<file path="config.mk">
export PLATFORM = sky130hd
export DESIGN_NAME = rgn_prot_unit
export DESIGN_NICKNAME = d
export VERILOG_FILES = /design/src/rtl/rgn_pkg.sv /design/src/rtl/rgn_attr_decode.sv /design/src/rtl/rgn_table.sv /design/src/rtl/rgn_resp_stage.sv /design/src/rtl/rgn_prot_unit.sv
export SDC_FILE = /design/constraint.sdc
export NUM_CORES = 1
export LEC_CHECK = 0
export BUFFER_PORTS_ARGS = -buffer_cell sky130_fd_sc_hd__buf_4
export CAP_MARGIN = 0
export CELL_PAD_IN_SITES_DETAIL_PLACEMENT = 2
export CELL_PAD_IN_SITES_GLOBAL_PLACEMENT = 2
export CORE_MARGIN = 2
export CORE_UTILIZATION = 35
export CTS_CLUSTER_SIZE = 40
export DETAILED_ROUTE_END_ITERATION = 10
export PLACE_DENSITY = 0.83
export SLEW_MARGIN = 20
export SYNTH_ARGS = -nofsm -noshare
export SYNTH_HDL_FRONTEND = slang
export SYNTH_HIERARCHICAL = 1
export SYNTH_SLANG_ARGS = --single-unit
</file>
<file path="constraint.sdc">
create_clock -name clk -period 2.45 [get_ports clk]
set_input_delay 0.1225 -clock clk [delete_from_list [all_inputs] [get_ports clk]]
set_output_delay 0.1225 -clock clk [all_outputs]
set_load 0.02 [all_outputs]
</file>
<file path="src/rtl/rgn_pkg.sv">
`timescale 1ns/1ps
package rgn_pkg;
  localparam int CAUSE_W = 6;

  localparam logic [CAUSE_W-1:0] CAUSE_NONE  = 6'd0;
  localparam logic [CAUSE_W-1:0] CAUSE_FETCH = 6'd20;
  localparam logic [CAUSE_W-1:0] CAUSE_LOAD  = 6'd28;
  localparam logic [CAUSE_W-1:0] CAUSE_STORE = 6'd29;

  typedef enum logic [1:0] {
    OP_WRITE    = 2'd0,
    OP_RD_VADDR = 2'd1,
    OP_RD_ENTRY = 2'd2,
    OP_PROBE    = 2'd3
  } op_e;

  typedef struct packed {
    logic rd;
    logic wr;
    logic ex;
  } perm_t;
endpackage

</file>
<file path="src/rtl/rgn_attr_decode.sv">
`timescale 1ns/1ps
module rgn_attr_decode
  import rgn_pkg::*;
#(
  parameter int ATTR_W = 4
) (
  input  logic [ATTR_W-1:0] attr,
  output perm_t             perm
);
  logic data_ok;
  logic exec_ok;

  always_comb begin
    data_ok = ((attr < ATTR_W'(6)) && (attr != ATTR_W'(3))) || (attr == ATTR_W'(14));
    exec_ok = (attr >= ATTR_W'(1)) && (attr <= ATTR_W'(5));
    perm.rd = data_ok;
    perm.wr = data_ok;
    perm.ex = exec_ok;
  end
endmodule

</file>
<file path="src/rtl/rgn_table.sv">
`timescale 1ns/1ps
module rgn_table #(
  parameter int REGION_BITS = 3,
  parameter int ATTR_W      = 4,
  parameter bit XLATE_EN    = 1'b1,
  parameter int RESET_ATTR  = 2
) (
  input  logic                   clk,
  input  logic                   rst_n,
  input  logic                   wr_en,
  input  logic [REGION_BITS-1:0] wr_idx,
  input  logic [ATTR_W-1:0]      wr_attr,
  input  logic [REGION_BITS-1:0] wr_pbase,
  input  logic [REGION_BITS-1:0] lk_idx,
  output logic [ATTR_W-1:0]      lk_attr,
  output logic [REGION_BITS-1:0] lk_pbase,
  input  logic [REGION_BITS-1:0] rb_idx,
  output logic [ATTR_W-1:0]      rb_attr,
  output logic [REGION_BITS-1:0] rb_pbase
);
  localparam int NUM = 1 << REGION_BITS;

  logic [ATTR_W-1:0]      attr_all [NUM];
  logic [REGION_BITS-1:0] pb_all   [NUM];

  for (genvar e = 0; e < NUM; e++) begin : g_ent
    logic hit;
    logic [ATTR_W-1:0] a_q;
    assign hit = wr_en && (wr_idx == REGION_BITS'(e));

    always_ff @(posedge clk or negedge rst_n) begin
      if (!rst_n)   a_q <= ATTR_W'(RESET_ATTR);
      else if (hit) a_q <= wr_attr;
    end
    assign attr_all[e] = a_q;

    if (XLATE_EN) begin : g_xl
      logic [REGION_BITS-1:0] p_q;
      always_ff @(posedge clk or negedge rst_n) begin
        if (!rst_n)   p_q <= REGION_BITS'(e);
        else if (hit) p_q <= wr_pbase;
      end
      assign pb_all[e] = p_q;
    end else begin : g_fixed
      assign pb_all[e] = REGION_BITS'(e);
    end

    // a written entry holds the written attribute on the next cycle
    a_r6_attr_loaded: assert property (@(posedge clk) disable iff (!rst_n)
      hit |=> (a_q == $past(wr_attr)));
  end

  if (!XLATE_EN) begin : g_nouse
    logic unused_pbase;
    assign unused_pbase = ^wr_pbase;
  end

  assign lk_attr  = attr_all[lk_idx];
  assign lk_pbase = pb_all[lk_idx];
  assign rb_attr  = attr_all[rb_idx];
  assign rb_pbase = pb_all[rb_idx];
endmodule

</file>
<file path="src/rtl/rgn_resp_stage.sv">
`timescale 1ns/1ps
module rgn_resp_stage #(
  parameter int DATA_W = 39
) (
  input  logic              clk,
  input  logic              rst_n,
  input  logic              in_valid,
  output logic              in_ready,
  input  logic [DATA_W-1:0] in_data,
  output logic              out_valid,
  input  logic              out_ready,
  output logic [DATA_W-1:0] out_data
);
  logic fire;
  assign in_ready = !out_valid || out_ready;
  assign fire     = in_valid && in_ready;

  always_ff @(posedge clk or negedge rst_n) begin
    if (!rst_n) begin
      out_valid <= 1'b0;
      out_data  <= '0;
    end else if (fire) begin
      out_valid <= 1'b1;
      out_data  <= in_data;
    end else if (out_ready) begin
      out_valid <= 1'b0;
    end
  end

  // a taken request produces a response on the next cycle
  a_r9_resp_after_accept: assert property (@(posedge clk) disable iff (!rst_n)
    fire |=> out_valid);

  // a stalled response stays valid and unchanged
  a_r9_hold_on_stall: assert property (@(posedge clk) disable iff (!rst_n)
    (out_valid && !out_ready) |=> (out_valid && $stable(out_data)));
endmodule

</file>
<file path="src/rtl/rgn_prot_unit.sv">
`timescale 1ns/1ps
module rgn_prot_unit
  import rgn_pkg::*;
#(
  parameter int ADDR_W      = 32,
  parameter int REGION_BITS = 3,
  parameter int ATTR_W      = 4,
  parameter bit XLATE_EN    = 1'b1
) (
  input  logic              clk,
  input  logic              rst_n,
  input  logic              acc_valid,
  output logic              acc_ready,
  input  logic [ADDR_W-1:0] acc_vaddr,
  input  logic [1:0]        acc_kind,
  output logic              rsp_valid,
  input  logic              rsp_ready,
  output logic [ADDR_W-1:0] rsp_paddr,
  output logic              rsp_fault,
  output logic [CAUSE_W-1:0] rsp_cause,
  input  logic              op_valid,
  input  logic [1:0]        op_code,
  input  logic              op_dside,
  input  logic [ADDR_W-1:0] op_addr,
  input  logic [ADDR_W-1:0] op_wdata,
  output logic              op_rvalid,
  output logic [ADDR_W-1:0] op_rdata
);
  localparam int OFFS_W  = ADDR_W - REGION_BITS;
  localparam int RESP_W  = ADDR_W + 1 + CAUSE_W;
  localparam int SIDES   = 2;
  localparam logic [ADDR_W-1:0] RGN_MASK = {{REGION_BITS{1'b1}}, {OFFS_W{1'b0}}};

  // access decode
  logic [REGION_BITS-1:0] acc_idx;
  logic                   is_fetch;
  logic                   is_store;
  assign acc_idx  = acc_vaddr[ADDR_W-1 -: REGION_BITS];
  assign is_fetch = acc_kind[1];
  assign is_store = !acc_kind[1] && acc_kind[0];

  // maintenance decode
  op_e                    op_sel;
  logic [REGION_BITS-1:0] op_idx;
  assign op_sel = op_e'(op_code);
  assign op_idx = op_addr[ADDR_W-1 -: REGION_BITS];

  // side 0 = instruction table, side 1 = data table
  logic [ATTR_W-1:0]      lk_attr_s  [SIDES];
  logic [REGION_BITS-1:0] lk_pbase_s [SIDES];
  logic [ATTR_W-1:0]      rb_attr_s  [SIDES];
  logic [REGION_BITS-1:0] rb_pbase_s [SIDES];

  for (genvar s = 0; s < SIDES; s++) begin : g_side
    logic wr_en;
    assign wr_en = op_valid && (op_sel == OP_WRITE) && (op_dside == 1'(s));

    rgn_table #(
      .REGION_BITS (REGION_BITS),
      .ATTR_W      (ATTR_W),
      .XLATE_EN    (XLATE_EN)
    ) u_tbl (
      .clk      (clk),
      .rst_n    (rst_n),
      .wr_en    (wr_en),
      .wr_idx   (op_idx),
      .wr_attr  (op_wdata[ATTR_W-1:0]),
      .wr_pbase (op_wdata[ADDR_W-1 -: REGION_BITS]),
      .lk_idx   (acc_idx),
      .lk_attr  (lk_attr_s[s]),
      .lk_pbase (lk_pbase_s[s]),
      .rb_idx   (op_idx),
      .rb_attr  (rb_attr_s[s]),
      .rb_pbase (rb_pbase_s[s])
    );
  end

  logic unused_wdata;
  assign unused_wdata = ^op_wdata[OFFS_W-1:ATTR_W];

  // permission check on the table selected by access kind
  logic [ATTR_W-1:0]      sel_attr;
  logic [REGION_BITS-1:0] sel_pbase;
  perm_t                  perm;
  assign sel_attr  = is_fetch ? lk_attr_s[0]  : lk_attr_s[1];
  assign sel_pbase = is_fetch ? lk_pbase_s[0] : lk_pbase_s[1];

  rgn_attr_decode #(.ATTR_W(ATTR_W)) u_dec (
    .attr (sel_attr),
    .perm (perm)
  );

  logic               allow;
  logic [CAUSE_W-1:0] deny_cause;
  logic [RESP_W-1:0]  resp_next;
  logic [RESP_W-1:0]  resp_q;

  always_comb begin
    if (is_fetch) begin
      allow      = perm.ex;
      deny_cause = CAUSE_FETCH;
    end else if (is_store) begin
      allow      = perm.wr;
      deny_cause = CAUSE_STORE;
    end else begin
      allow      = perm.rd;
      deny_cause = CAUSE_LOAD;
    end
    if (allow) resp_next = {sel_pbase, acc_vaddr[OFFS_W-1:0], 1'b0, CAUSE_NONE};
    else       resp_next = {{ADDR_W{1'b0}}, 1'b1, deny_cause};
  end

  rgn_resp_stage #(.DATA_W(RESP_W)) u_resp (
    .clk       (clk),
    .rst_n     (rst_n),
    .in_valid  (acc_valid),
    .in_ready  (acc_ready),
    .in_data   (resp_next),
    .out_valid (rsp_valid),
    .out_ready (rsp_ready),
    .out_data  (resp_q)
  );

  assign rsp_paddr = resp_q[RESP_W-1 -: ADDR_W];
  assign rsp_fault = resp_q[CAUSE_W];
  assign rsp_cause = resp_q[CAUSE_W-1:0];

  // maintenance results
  logic [ATTR_W-1:0]      rb_attr;
  logic [REGION_BITS-1:0] rb_pbase;
  logic [ADDR_W-1:0]      op_res;
  assign rb_attr  = op_dside ? rb_attr_s[1]  : rb_attr_s[0];
  assign rb_pbase = op_dside ? rb_pbase_s[1] : rb_pbase_s[0];

  always_comb begin
    case (op_sel)
      OP_RD_VADDR: op_res = op_addr & RGN_MASK;
      OP_RD_ENTRY: op_res = {rb_pbase, {OFFS_W{1'b0}}} | {{(ADDR_W-ATTR_W){1'b0}}, rb_attr};
      OP_PROBE:    op_res = (op_addr & RGN_MASK) | ADDR_W'(1);
      default:     op_res = '0;
    endcase
  end

  always_ff @(posedge clk or negedge rst_n) begin
    if (!rst_n) begin
      op_rvalid <= 1'b0;
      op_rdata  <= '0;
    end else begin
      op_rvalid <= op_valid;
      if (op_valid) op_rdata <= op_res;
    end
  end

  // a denied access never carries an address, and always carries a cause
  a_r5_fault_no_paddr: assert property (@(posedge clk) disable iff (!rst_n)
    (rsp_valid && rsp_fault) |-> ((rsp_paddr == '0) && (rsp_cause != CAUSE_NONE)));

  // an allowed access carries no cause
  a_r5_ok_no_cause: assert property (@(posedge clk) disable iff (!rst_n)
    (rsp_valid && !rsp_fault) |-> (rsp_cause == CAUSE_NONE));

  // every operation is answered on the next cycle
  a_r7_op_answered: assert property (@(posedge clk) disable iff (!rst_n)
    op_valid |=> op_rvalid);

  // ready follows the response register occupancy
  a_r9_ready_rule: assert property (@(posedge clk) disable iff (!rst_n)
    (rsp_valid && !rsp_ready) |-> !acc_ready);
endmodule

</file>
* After elaboration in Yosys (flattened, before gate mapping)
Cells that the tools add are included.
Word-level totals: flip-flop bits (word level) 185, input port bits 106, output and inout port bits 74, word-level logic and storage cells 122
Operators by class: magnitude comparators 5, equality and inequality tests 12, muxes and demuxes 35, bitwise gates (word level) 4, reduce and logical (&&, ||, !) cells 30
Operators by type and width (number):
- $pmux W32 S3 | 1
- $bmux W4 S3 | 4
- $mux W4 | 10
- $mux W39 | 1
- $bmux W3 S3 | 4
- $or A32 B4 Y32 | 1
- $mux W3 | 10
- $logic_and A1 B1 Y1 | 23
- $eq A3 B3 Y1 const B | 4
- $ge A4 B4 Y1 const B | 2
- $not A3 Y4 | 2
- $eq A3 B2 Y1 const B | 2
- $mux W6 | 1
- $eq A2 B2 Y1 const B | 2
- $eq A4 B4 Y1 const B | 1
- $ge A4 B1 Y1 const B | 1
- $le A4 B3 Y1 const B | 1
- $lt A4 B3 Y1 const B | 1
- $mux W1 | 4
- $ne A4 B2 Y1 const B | 1
- $eq A3 B1 Y1 const B | 1
- $logic_not A3 Y1 | 1
- $eq A2 B1 Y1 const B | 1
- $logic_not A1 Y1 | 2
- 4 further kinds | 5

* Depth between registers and ports, before layout
depth after elaboration 10, gate-level depth with buffers 12

* By module
Netlist, hierarchy kept.
Modules (own cells, without submodules):
- rgn_table | instances 2, cells an instance 177, area an instance 3141.8 µm²
- rgn_resp_stage | instances 1, cells an instance 86, area an instance 1540.2 µm²
- rgn_prot_unit | instances 1, cells an instance 151, area an instance 1266.2 µm²
- rgn_attr_decode | instances 1, cells an instance 8, area an instance 56.3 µm²

* Worst setup path before layout
Ideal clock, no wire load.
path kind input to register, from input acc_vaddr[29], to register u_resp.out_data[4], library setup time 125 ps, data arrival time 2586 ps, data required time 2325 ps, setup slack -261 ps, cell stages on the path 12, cells stage by stage buf_6 > buf_12 > mux4_1 > mux2_2 > mux2_2 > o21a_1 > o21ai_0 > buf_4 > mux2i_4 > buf_6 > a21o_1 > mux2_2
RTL lines:
- start, declared | line rgn_prot_unit.sv:14 | input logic [ADDR_W-1:0] acc_vaddr,
- end signal, assigned | line rgn_resp_stage.sv:24 | out_data <= in_data;
- end, declared | line rgn_resp_stage.sv:12 | output logic [DATA_W-1:0] out_data

==> reports/qor.yml <==
power_and_ir_drop:
  p_per_area_mw_per_mm2: 769
  ir_drop_mv: 0.360
  p_leak_nw: 5.41
  totalPowerFinal_w: 0.00876
logic_synthesis:
  yosysSeqAreaShare_pct: 44.3
  ys_seq_elements: 160
  synth_edf_count: 0
  ys.flop_type: "dfrtp_1"
  synth_area_leaders: "dfrtp_1 33%, mux2_2 21%, mux4_1 16%, dfstp_2 11%, a211oi_2 3.4%"
  yosys.cell_count.top_type: "mux2_2"
  synthCells: 599
  syn_avg_cell_area_um2: 15.3
  netlist.area_leader.share_pct: 32.8
  async_flop_share_pct: 100
  synth_warnings: 6
  netlist_area_mm2: 0.00915
  yosys.cell_types.count: 39
  synth_common_cells: "173 x mux2_2, 120 x dfrtp_1, 54 x mux4_1"
  synth_top_area_cell: "dfrtp_1"
routing:
  drt_wl_total_um: 29400
  drt_pass1_iterations: 5
  wl_per_cell_um: 26.4
  viasPerCell: 5.41
  vias: 6029
  drt_iter0_markers: 351
  postRouteAntennaNets: 0
  drc: 0
floorplanning:
  fp.dieArea_mm2: 0.0274
  row_count: 59
  die_h_um: 166
  die_x_um: 166
  num_io_pins: 180
  initial_utilization_pct: 35.4
  core_mm2: 0.0258
critical_path:
  crit_path_frequent_cell: "mux2_2"
  cp_max_fo: 21
  critPathKind: "register to register"
  required_ns: 2.78
  slowest_stage: "mux4_2"
  critPathMaxStageDelay_ns: 0.49
  critical_path.cell_chain: "mux4_2 > mux2_2 > mux2_4 > buf_4 > nor3_2 > a211oi_2 > nor2b_4 > buf_12 > a211oi_1 > mux2_2"
  cp-end-kind: "register"
  crit_path_start_kind: "register"
  crit_arrival_ns: 3.24
run:
  drv_cap: 0
global_routing:
  grt_max_degree: 57
  grt.total_usage_pct: 21.4
  grt_pass1_wl_um: 44300
  grt_pass1_vias: 6882
  overflow: 0
  antenna_found_initial: 0
timing:
  rsz0062_at_grt: "true"
  tightest_slew_ns: 0.839
  min_period_ns: 2.91
  hold_viol_final: 0
  finalSetupViolCount: 37
  fmax_mhz: 343
  fin_tns_setup_ns: -15.57
  relSlewSlack_pct: 43.9
  fin_crit_sh_pct: 119
  slew_viol_final: 0
  finalWorstSetupSlack_ns: -0.462
  worst_clock_skew_ns: 0.00794
placement:
  gp_congestion: 0.824
  place_ws_ns: -0.724
  hpwl_um: 19700
  numPortBuffers: 100
finish:
  synthToLayoutAreaGrowth_pct: 24.6
  nNetsFinal: 873
  drive_above_1_share_pct: 64.0
  n_antenna_cell: 0
  post-route-util_pct: 44.1
clocking:
  clockRootBuffer: "clkbuf_16"
  cts_tree: "yes"
  ctsLongestPathBuffers: 2
  numClockSinks: 160
  cts_buffers: 17
  htreeDepth: 4
  clk_pin_slew_worst_paths_ns: 0.07
  insertion_delay_ns: 0.44
outcome:
  violations: "negative setup slack"
  outcome: "finished with violations"
worst_hold_path:
  hold_class: "input port to register"
## cell type report
cell class | instances | area (um2)
repair buffers | 197 | 1620
inverters | 37 | 139
clock inverters | 13 | 186
clock buffers | 19 | 443
flip-flops and latches | 160 | 4050
well taps | 335 | 419
fillers | 2497 | 14400
multi-input cells | 354 | 4540
## cell usage in the layout, fill, tap and decap left out, types with 8 or more instances in the layout
| cell type | synthesis | layout |
|---|---|---|
| buf_4 | 28 | 180 |
| mux2_2 | 173 | 167 |
| dfrtp_1 | 120 | 120 |
| mux4_1 | 54 | 41 |
| dfstp_2 | 40 | 40 |
| inv_1 | 37 | 37 |
| conb_1 | 1 | 27 |
| a211oi_2 | 25 | 26 |
| clkbuf_16 | 0 | 18 |
| mux2_4 | 10 | 16 |
| mux4_2 | 2 | 15 |
| mux2i_1 | 8 | 8 |
| buf_12 | 4 | 8 |
## report_power, final
part | switching, W | internal, W | leakage, nW | total [W]
Sequential | 0.000307 | 0.00312 | 1.98 | 0.00343
Combinational | 0.00117 | 0.00128 | 3.11 | 0.00245
Clock | 0.00115 | 0.00174 | 0.307 | 0.00289
Total | 0.00262 | 0.00614 | 5.41 | 0.00876
## final timing paths
kind / startpoint / endpoint / slack [ns] / cells after the start
max: g_side[0].u_tbl/g_ent[4].a_q[2] / u_resp/out_data[9] / -0.46 / 10
min: op_code[1] / op_rdata[0] / 0.04 / 3
max reg2reg: g_side[0].u_tbl/g_ent[4].a_q[2] / u_resp/out_data[9] / -0.46 / 10
min reg2reg: u_resp/out_data[29] / u_resp/out_data[29] / 0.51 / 1
max in group asynchronous: rst_n / u_resp/out_data[23] / 1.44 / 3
min in group asynchronous: rst_n / u_resp/out_data[31] / 0.22 / 2
## worst max-delay path: cells and delay by family, from the launching register on
family | cells | cell delay (ns)
multiplexers | 4 | 1.41
flip-flops | 1 | 0.42
AND/OR/NAND/NOR | 2 | 0.39
buffers and inverters | 2 | 0.36
AO/OA/AOI/OAI | 2 | 0.22
## stage by stage
stage	std cells	hold slack (ns)	cell area, um2
finish	1115	0.0396	11400
global route	1115	0.0501	11400
CTS	1108	0.0268	11300
detailed placement	1066	0.124	10600
global placement	1066	0.100	10600
floorplan	625	-0.173	9240
## registers in the layout, indices dropped and copies added, names as in the netlist
name / cells
op_rvalid: 1
u_resp/out_data: 39
u_resp/out_valid: 1
g_side.u_tbl/g_ent.a_q: 64
op_rdata: 7
g_side.u_tbl/g_ent.g_xl.p_q: 48
## metal layers
metal	share of wire, %	track usage (%)	up-vias
met5	0	0	-
met3	4.1	3.78	51
li1	-	-	2565
met1	41	26.6	3221
met4	2.6	7.22	0
met2	52	37.5	192
## timing repair
action | in CTS | in global routing
endpoints found under the setup margin | 37 | 37
setup buffers | 5 | 6
endpoints found under the hold margin | 39 | 0
hold buffers | 5 | 0
gates resized for setup | 6 | 6
cloned | 0 | 1
pin swaps | 1 | 0
## logic make-up (layout without fill, tap and decap cells)
logic type	after synthesis	count (layout)	synth area share, %
compound gates	43	43	4.77
buf+inv	111	266	7.43
flops	160	160	44.3
mux	248	248	40.1
other cells	1	27	0.0410
simple gates	36	36	3.37
Note: power is estimated with default switching activity, not from simulation.
